==> config.mk <==
export PLATFORM = sky130hd
export DESIGN_NAME = csa_adder16
export DESIGN_NICKNAME = d
export VERILOG_FILES = /design/src/rtl/csa_pkg.sv /design/src/rtl/csa_mux2.sv /design/src/rtl/csa_cell.sv /design/src/rtl/csa_chain.sv /design/src/rtl/csa_adder16.sv
export SDC_FILE = /design/constraint.sdc
export NUM_CORES = 1
export LEC_CHECK = 0
export BUFFER_PORTS_ARGS = -buffer_cell sky130_fd_sc_hd__buf_2
export CORE_MARGIN = 3
export CORE_UTILIZATION = 54
export DETAILED_ROUTE_END_ITERATION = 12
export PLACE_DENSITY = 0.95
export SYNTH_ARGS = -nofsm -noshare
export SYNTH_HDL_FRONTEND = slang
export SYNTH_SLANG_ARGS = --single-unit
==> constraint.sdc <==
create_clock -name vclk -period 3.95
set_input_delay 0.79 -clock vclk [all_inputs]
set_output_delay 0.79 -clock vclk [all_outputs]
set_load 0.01 [all_outputs]
==> src/rtl/csa_pkg.sv <==
package csa_pkg;
  parameter int unsigned CSA_WIDTH = 16;

  typedef struct packed {
    logic sum;
    logic carry;
  } csa_cand_t;
endpackage

==> src/rtl/csa_mux2.sv <==
module csa_mux2 #(
  parameter int unsigned W = 1
) (
  input  logic [W-1:0] d_zero,
  input  logic [W-1:0] d_one,
  input  logic         sel,
  output logic [W-1:0] q
);
  always_comb q = sel ? d_one : d_zero;
endmodule

==> src/rtl/csa_cell.sv <==
module csa_cell
  import csa_pkg::*;
(
  input  logic bit_a,
  input  logic bit_b,
  input  logic c_in,
  output logic s_bit,
  output logic c_out
);
  logic      x_shared;
  csa_cand_t cand_lo;   // incoming carry assumed 0
  csa_cand_t cand_hi;   // incoming carry assumed 1

  always_comb begin
    x_shared      = bit_a ^ bit_b;
    cand_lo.sum   = x_shared;
    cand_lo.carry = bit_a & bit_b;
    cand_hi.sum   = ~x_shared;
    cand_hi.carry = bit_a | bit_b;
  end

  csa_mux2 #(.W(1)) u_sum_mux (
    .d_zero(cand_lo.sum),
    .d_one (cand_hi.sum),
    .sel   (c_in),
    .q     (s_bit)
  );

  csa_mux2 #(.W(1)) u_carry_mux (
    .d_zero(cand_lo.carry),
    .d_one (cand_hi.carry),
    .sel   (c_in),
    .q     (c_out)
  );
endmodule

==> src/rtl/csa_chain.sv <==
module csa_chain #(
  parameter int unsigned WIDTH = 16
) (
  input  logic [WIDTH-1:0] op_a,
  input  logic [WIDTH-1:0] op_b,
  input  logic             c_first,
  output logic [WIDTH-1:0] s_vec,
  output logic [WIDTH:0]   c_vec
);
  assign c_vec[0] = c_first;

  for (genvar g = 0; g < WIDTH; g++) begin : g_cell
    csa_cell u_cell (
      .bit_a(op_a[g]),
      .bit_b(op_b[g]),
      .c_in (c_vec[g]),
      .s_bit(s_vec[g]),
      .c_out(c_vec[g+1])
    );
  end
endmodule

==> src/rtl/csa_adder16.sv <==
module csa_adder16 #(
  parameter int unsigned WIDTH = csa_pkg::CSA_WIDTH
) (
  input  logic [WIDTH-1:0] a_opnd,
  input  logic [WIDTH-1:0] b_opnd,
  input  logic             carry_in,
  output logic [WIDTH-1:0] sum_out,
  output logic             carry_out
);
  logic [WIDTH:0] ripple;

  csa_chain #(.WIDTH(WIDTH)) u_chain (
    .op_a   (a_opnd),
    .op_b   (b_opnd),
    .c_first(carry_in),
    .s_vec  (sum_out),
    .c_vec  (ripple)
  );

  assign carry_out = ripple[WIDTH];
endmodule

==> results of run 1 <==
[critical path, stage by stage]
cell       delay (ps)
buf_6             100
ha_4              150
or3_4             390
a211oi_4          240
nor2_4             80
and3b_2           250
nor3_4            340
or3_4             240
a21oi_4            70
a2111oi_4         310
buf_2             180
[worst max path at each step]
stage / start / endpoint / depth (start not counted)
3_5_place_dp: a_opnd[3] / sum_out[15] / 11
2_1_floorplan: a_opnd[3] / sum_out[9] / 10
5_1_grt: a_opnd[1] / sum_out[15] / 12
6_report: a_opnd[2] / sum_out[15] / 11
3_3_place_gp: a_opnd[3] / sum_out[15] / 11
4_1_cts: a_opnd[3] / sum_out[15] / 11
[through the flow]
step / hold WS, ps / instances / util / area (um2)
2_1_floorplan: 1750 / 207 / - / 1500
3_3_place_gp: 1870 / 276 / 0.665 / 1710
3_5_place_dp: 1890 / 276 / 0.665 / 1710
4_1_cts: 1890 / 276 / 0.665 / 1710
5_1_grt: 1940 / 280 / 0.752 / 1930
6_report: 1920 / 280 / 0.752 / 1930
[area by class of cell]
class                           instances  area share
Multi-Input combinational cell        154       0.727
Timing Repair Buffer                   59       0.181
Inverter                               37      0.0719
Tap cell                               30      0.0194
[cells by family (layout without fill, tap and decap cells)]
group / count (synthesis) / after routing / synth area share
AOI/OAI and AO/OA: 38 / 38 / 0.190
xor gates and xnor gates: 14 / 14 / 0.0816
adders and majority gates: 32 / 32 / 0.266
buffers and inverters: 53 / 96 / 0.172
muxes: 6 / 6 / 0.0400
and+or+nand+nor: 64 / 64 / 0.250
[Yosys cell counts, types with 4 or more instances]
| library cell | count |
|---|---|
| inv_1 | 37 |
| a21oi_1 | 6 |
| nor3_1 | 5 |
| xor2_1 | 4 |
| and2_1 | 4 |
| a211oi_1 | 4 |
| buf_4 | 16 |
| o21ai_0 | 4 |
| nand2_1 | 13 |
| xnor2_1 | 10 |
| nor2_1 | 10 |
| mux2i_1 | 6 |
| or2_2 | 4 |
| ha_1 | 32 |
| nand2b_1 | 6 |
[power breakdown]
| part | internal (mW) | switching (mW) |
|---|---|---|
| Sequential | 0 | 0 |
| Combinational | 0.169 | 0.196 |
| Clock | 0 | 0 |
[layer usage]
metal | vias to the layer above | track usage | share of wire
li1 | 766 | - | -
met1 | 736 | 0.192 | 0.38
met4 | 0 | 0.0227 | 0.019
met3 | 10 | 0.0154 | 0.044
met2 | 54 | 0.317 | 0.55
met5 | - | 0 | 0
[timing repair]
| item | CTS | global route |
|---|---|---|
| resized for setup | 0 | 39 |
| pin swaps | 1 | 13 |
| buffers inserted | 0 | 4 |
| hold buffers | 0 | 0 |
| endpoints found under the setup margin | 1 | 5 |
| cloned | 0 | 0 |
==> results.md, run 1 <==
- Status: finished, final reports clean
- Depth of the worst hold-timing path: 3
- Most frequent cells in the layout: buf_2, inv_1, ha_1, nand2_1
- Clkbuf count: 0
- Max-cap violations: 0
- Worst Setup End Kind: output pin
- FF/Latch Area: 0 um2
- Synth Area per Inst: a little over 7 um2
- Required @ worst endpoint: 3160 ps
- Total power: roughly 0.36 mW
- Antenna Cells: 0
- Peak VDD IR: between 0.1 and 0.15 mV
- Final Hold Viols: 0
- First-pass GRT wire length: approximately 4800 um
- Synth area leaders: ha_1, inv_1, buf_4, xnor2_1, mux2i_1
- CP Launch Type: input pin
- DP HPWL: 2620 um
- FFs & Latches: 0
- Worst-path fanout max: 5
- Num ports: 50
- Synth Warn #: 0
- Drt initial violations: 47
- Count of pins over their slew limit: 0
- Critical path class: in -> out
- Setup TNS: 0 ps
- Final net count: approximately 320
- I/O Buffers: 50
- Most common cell after layout, fill and taps aside: buf_2
- Die extent in x: slightly below 60 um
- Vias: between 1500 and 2000
- Syn nets: between 200 and 300
- Vias in the first global route: around 1300
- WL per Instance: ~14 um
- Netlist Area Pre-Place: approximately 1500 um2
- Worst slew pin tran: approximately 360 ps
- Tcrit/Tclk final: 0.997
- Die height: 58.8 um
- RSZ-0062 raised after global routing: true
- Antenna violations before repair: 0
- Die ar.: 3450 um2
- Worst Hold Path EP: sum_out[0]
- Drt pass-1 iters: 4
- Residual DRC: 0
- Via/cell ratio: 5.59
- LEAKAGE: between 1 and 1.5 nW
- Post-synthesis cell type count: between 40 and 50
- Slew headroom: 0.753
- Pwr dens: 189 nW/um2
- Mapped Cells: 207
- Seq/Total Area, Yosys: 0
- Pin count of the biggest net entering global routing: 7
- Placer Congestion: 0.919
- Fillers: around 180
- Worst Path Arrival: around 3200 ps
- Total routed wirelength: 3970 um
- Worst Hold Class: in -> out
- Antenna viol nets, final: 0
- Area of the multi-input gates: approximately 1400 um2
- Grt ovf: 0
- Fmax: ~0.25 GHz
- # setup viols final: 0
- Hold Startpoint: carry_in
- Post-route worst setup slack: around 13 ps
- Share of cells above drive strength 1: 0.364
- Area Growth Syn to Fin: 28.6%
- Synth top area share: 0.266
- Site Rows: 18
- Core region area: between 2000 and 3000 um2
- Tot GR Track Use: 0.162
- Worst slack, placed: -8.48 ps
- Minimum clock period: roughly 4000 ps
- Synth area leader: ha_1
- Initial core utilization: 0.585
(Power assumes the default switching activity.)
==> inputs of run 2 (changes only) <==
ABC_AREA = 1   (was unset)
==> run 2 against run 1 <==
Against the previous run:
- the run now ends with negative setup slack left
- utilization rose by 10 points
- total power rose by 11%
- synthesized cell count did not move
- setup slack got worse by 160 ps
- first-iteration DRC count fell by 19%
- area after synthesis fell by 3.9%
- combinational power rose by 11%
- die area fell by 3.5%
- critical path depth rose by 16
- worst hold slack improved by 36 ps
- global-route usage rose by 6.1 points
- critical path type unchanged
- largest cell class unchanged
- highest routed layer unchanged
==> results.md, run 2 <==
- Non-Filler Cell Area, Final: 2130 um2 (+10%)
- Worst-path fanout max: 3 (-2)
- Worst slack, placed: -122 ps (-114 ps)
- Syn nets: 272 (unchanged)
- Antenna viol nets, final: 0 (unchanged)
- Antenna Cells: 0 (unchanged)
- Final Hold Viols: 0 (unchanged)
- Most instantiated cells after synthesis: inv_1, ha_1, nand3_2
- Total routed wirelength: 4590 um (+16%)
- Worst slew pin tran: 196 ps (-165 ps)
- Pin count of the biggest net entering global routing: 5 (-2)
- Placer Congestion: 0.751 (-18%)
- Netlist Area Pre-Place: 1440 um2 (-3.9%)
- Core region area: 2500 um2 (-2.6%)
- First-pass GRT wire length: 5950 um (+24%)
- Initial core utilization: 0.578 (-0.00771)
- Tot GR Track Use: 0.223 (+0.0608)
- Slowest stage cell, crit path: ha_4
- Depth of the worst hold-timing path: 3 (unchanged)
- Fmax: 0.244 GHz (-3.9%)
- Most frequent cell after synthesis: inv_1
- Most common cell after layout, fill and taps aside: inv_1
- Hold_ws: 1950 ps (+36.2 ps)
- Slew headroom: 0.869 (+0.116)
- DP HPWL: 2410 um (-8.1%)
- Drt initial violations: 38 (-19%)
- Die height: 57.7 um (-1.8%)
- Pwr dens: 190 nW/um2 (+0.65%)
- Count of pins over their slew limit: 0 (unchanged)
- FFs & Latches: 0 (unchanged)
- FF/Latch Area: 0 um2 (unchanged)
- Site Rows: 18 (unchanged)
- Die ar.: 3330 um2 (-3.5%)
- Synth Warn #: 0 (unchanged)
- Tcrit/Tclk final: 1.04 (+0.0407)
- Vias in the first global route: 1428 (+5.9%)
- Most frequent cells in the layout: inv_1, buf_2, ha_1, nand3_4, nand2_2
- Utilization after layout: 0.853 (+0.100)
- Post-synthesis cell type count: 10 (-77%)
- CP Launch Type: input pin
- CP peak stage delay: 150 ps (-240 ps)
- Critical path class: in -> out
- Max-cap violations: 0 (unchanged)
- Placed Area: 1610 um2 (-5.6%)
- Fillers: 134 (-24%)
- I/O Buffers: 50 (unchanged)
- Required @ worst endpoint: 3160 ps (about the same)
- LEAKAGE: 1.20 nW (+16%)
- Hold Buf Count CTS: 0 (unchanged)
- Post-route worst setup slack: -147 ps (-161 ps)
- Share of cells above drive strength 1: 0.574 (+0.210)
- Grt ovf: 0 (unchanged)
- Seq/Total Area, Yosys: 0 (unchanged)
- Num ports: 50 (unchanged)
- Area Growth Syn to Fin: 47.7%
- Status: finished with violations
- Violated checks: negative setup slack
- Final net count: 323 (+1.9%)
- Antenna violations before repair: 0 (unchanged)
- Via/cell ratio: 5.32 (-4.9%)
- Synth top area share: 0.277 (+0.0109)
- Drt pass-1 iters: 4 (unchanged)
- Synth area leader: ha_1
- Minimum clock period: 4100 ps (+161 ps)
- Die extent in x: 57.7 um (-1.8%)
- Worst Path Arrival: 3310 ps (+160 ps)
- Residual DRC: 0 (unchanged)
- Mapped Cells: 207 (unchanged)
- WL per Instance: 16.0 um (+13%)
- # setup viols final: 5 (+5)
- Worst Hold Class: in -> out
- RSZ-0062 raised after global routing: true
- Vias: 1521 (-2.9%)
- Synth area leaders: ha_1, nand3_2, inv_1, nand2_2, xor2_1
- Synth Area per Inst: 6.98 um2 (-3.9%)
- Peak VDD IR: 0.137 mV (-0.83%)
- Clkbuf count: 0 (unchanged)
- Worst Setup End Kind: output pin
run 2: metal layers:
layer  track usage  part of all wire  up-vias
li1              -                 -      707
met1         0.220              0.30      712
met2         0.474              0.60       72
met3        0.0134             0.039       30
met4        0.0728             0.058        0
met5             0                 0        -
run 2: layout make-up:
type / count / area, um2 / area share
Timing Repair Buffer: 65 / 390 / 0.183
Multi-Input combinational cell: 127 / 1460 / 0.683
Tap cell: 30 / 37.5 / 0.0176
Inverter: 64 / 248 / 0.116
run 2: path summary, 6_finish.rpt:
path	slack [ps]	startpoint	endpoint
max	-150	a_opnd[0]	sum_out[14]
min	1950	carry_in	sum_out[0]
run 2: what timing repair did:
action | CTS | global route
setup endpoints to repair | 3 | 6
pin swaps | 14 | 24
cloned | 0 | 0
buffers inserted | 10 | 6
resized for setup | 40 | 36
run 2: logic make-up (layout without fill, tap and decap cells):
kind of cell,Yosys count,after routing,synth area share
buffers and inverters,80,129,0.250
xor gates and xnor gates,15,15,0.0910
adders and majority gates,32,32,0.277
and+or+nand+nor,80,80,0.382
run 2: stage by stage:
step | TNS [ps] | total power [mW] | cells
after floorplan | 0 | 0.239 | 207
after global placement | 0 | 0.260 | 271
after detailed placement | -265 | 0.268 | 271
after CTS | -34.9 | 0.324 | 281
after global routing | -1110 | 0.433 | 286
final | -509 | 0.405 | 286
run 2: critical path: cells and delay by family:
family | cells | cell delay (ps)
XOR/XNOR | 1 | 150
adder cells (fa/ha/maj) | 1 | 150
buffers and inverters | 4 | 350
AND/OR/NAND/NOR | 21 | 1860
run 2: report_power, final:
group	internal, mW	total, mW	switching [mW]
Clock	0	0	0
Combinational	0.177	0.405	0.228
Sequential	0	0	0
==> inputs of run 3 (changes only) <==
CELL_PAD_IN_SITES_DETAIL_PLACEMENT = 1   (was unset)
CELL_PAD_IN_SITES_GLOBAL_PLACEMENT = 1   (was unset)
CORE_UTILIZATION = 37   (was 54)
==> run 3 against run 2 <==
Against the previous run:
- the flow still finishes with violations (negative setup slack)
- cell count increased by 4.5%
- combinational power fell by 5%
- utilization shrank 27 points
- total power is 4.6% lower
- die area increased by 41%
- fmax is 1.6% higher
- clock-buffer cell count unchanged
- flip-flop and latch count is the same
- sequential share of layout area did not move
- global-route usage down 4.2 points
==> results.md, run 3 (same netlist as run 2, synthesis figures left out) <==
- Status: finished with violations
- Violated checks: negative setup slack
- Required @ worst endpoint: 3160 ps (about the same)
- Vias in the first global route: 1538 (+7.7%)
- First-pass GRT wire length: 6690 um (+13%)
- WL per Instance: 14.3 um (-11%)
- Residual DRC: 0 (unchanged)
- Sw Ratio: 0.570 (+0.00614)
- Num ports: 50 (unchanged)
- Clk pwr share: 0 (unchanged)
- Total power: 0.386 mW (-4.6%)
- Drt pass-1 iters: 4 (unchanged)
- Crit path to: sum_out[14]
- Vias: 1420 (-6.6%)
- Core region area: 3720 um2 (+49%)
- Antenna violations before repair: 0 (unchanged)
- Total routed wirelength: 4270 um (-6.9%)
- I/O Buffers: 50 (unchanged)
- Layout Cells excl Fill: 299 (+4.5%)
- Pin count of the biggest net entering global routing: 5 (unchanged)
- Placed insts: 290 (+7.0%)
- Post-route worst setup slack: -84.5 ps (+62.7 ps)
- Reg power frac: 0 (unchanged)
- Critical path class: in -> out
- Worst Setup End Kind: output pin
- Internal power: 0.166 mW (-6.0%)
- Via/cell ratio: 4.75 (-11%)
- # setup viols final: 3 (-2)
- Area Growth Syn to Fin: 49.0%
- Site Rows: 22 (+4)
- FF/Latch Area: 0 um2 (unchanged)
- Die extent in x: 68.5 um (+19%)
- Worst Path Arrival: 3240 ps (-70 ps)
- Worst Setup SP: a_opnd[0]
- Clkbuf count: 0 (unchanged)
- Pwr dens: 179 nW/um2 (-5.5%)
- Drt initial violations: 49 (+29%)
- Die height: 68.5 um (+19%)
- CP peak stage delay: 160 ps (about the same)
- Worst slew pin tran: 180 ps (-16.1 ps)
- Final Hold Viols: 0 (unchanged)
- Initial core utilization: 0.389 (-0.189)
- Placer Congestion: 0.793 (+5.6%)
- Antenna viol nets, final: 0 (unchanged)
- Comb pwr share: 1.000 (about the same)
- Peak VDD IR: 0.0802 mV (-41%)
- Minimum clock period: 4030 ps (-62.7 ps)
- Sw Pwr: 0.220 mW (-3.6%)
- Share of cells above drive strength 1: 0.566 (-0.00848)
- Utilization after layout: 0.579 (-0.274)
- DP HPWL: 2930 um (+21%)
- Fmax: 0.248 GHz (+1.6%)
- Die ar.: 4690 um2 (+41%)
- Antenna Cells: 0 (unchanged)
- Worst Hold Class: in -> out
- Grt ovf: 0 (unchanged)
- Tcrit/Tclk final: 1.02 (-0.0159)
- CP Launch Type: input pin
- Tot GR Track Use: 0.181 (-0.0419)
- Slew headroom: 0.880 (+0.0108)
- LEAKAGE: 1.21 nW (+0.40%)
- Count of pins over their slew limit: 0 (unchanged)
- RSZ-0062 raised after global routing: true
- Worst-path cell chain: buf_8 > inv_4 > ha_4 > inv_2 > nand2_4 > nand3b_1 > nand3_4 > nand2_4 > nand2_4 > nand3_4 > nand3_4 > nand3_4 > nand2_4 > nand2_4 > nand3_4 > nand3_2 > nand3_4 > nand3_4 > nand2_4 > nand2_4 > nand3_4 > nand2_4 > xor2_1 > buf_2
- Most frequent cells in the layout: inv_1, buf_2, ha_1, nand3_4
- FFs & Latches: 0 (unchanged)
- Worst-path fanout max: 3 (unchanged)
- Most common cell after layout, fill and taps aside: inv_1
- Final net count: 318 (-1.5%)
- Hold_ws: 1980 ps (+20.8 ps)
- Slowest stage cell, crit path: xor2_1
- Max-cap violations: 0 (unchanged)
## run 3: cell types whose count changed in the layout (fill, tap and decap cells not counted), sizes merged
cell  previous run  this run
buf             65        60
## run 3: repair_timing
action                                  4_1_cts  5_1_grt
endpoints found under the setup margin        4        5
pin swaps                                    13       26
gates resized for setup                      59       26
buffers inserted                              8        1
hold buffers                                  0        0
## run 3: worst max-delay path: cells and delay by family
kind	cells	cell delay, ps
and+or+nand+nor	18	1810
buffers and inverters	4	350
xor gates and xnor gates	1	160
adders and majority gates	1	130
## run 3: worst min-delay path by stage
stage                        start    endpoint  slack [ps]  cells past startpoint
after floorplan           carry_in  sum_out[0]        1750                      2
after global placement    carry_in  sum_out[0]        1900                      3
after detailed placement  carry_in  sum_out[0]        1910                      3
after CTS                 carry_in  sum_out[0]        1950                      3
after global routing      carry_in  sum_out[0]        2000                      3
final                     carry_in  sum_out[0]        1980                      3
## run 3: area by class of cell
cell class         instances  area (um2)
well taps                 48        60.1
multi-input cells        127        1500
repair buffers            60         345
inverters                 64         245
fillers                  467        1560
## run 3: metal layers
layer  part of all wire  vias up  wire [um]  track usage
met3              0.042       10        181       0.0131
met4              0.026        0        112       0.0273
met2               0.61       38       2610        0.403
met1               0.32      675       1370        0.174
met5                  0        -          0            0
li1                   -      697          -            -
## run 3: power by group through the flow
stage	logic, mW	clock network [mW]	registers [mW]
6_report	0.386	0	0
5_1_grt	0.424	0	0
4_1_cts	0.348	0	0
3_5_place_dp	0.277	0	0
3_3_place_gp	0.266	0	0
2_1_floorplan	0.239	0	0
## run 3: metrics by stage
stage | instance area [um2] | TNS [ps] | setup WS [ps]
floorplan | 1440 | 0 | 302
global placement | 1640 | -6.43 | -6.43
detailed placement | 1640 | -313 | -112
CTS | 2010 | 0 | 6.01
global route | 2150 | -957 | -276
finish | 2150 | -221 | -84.5
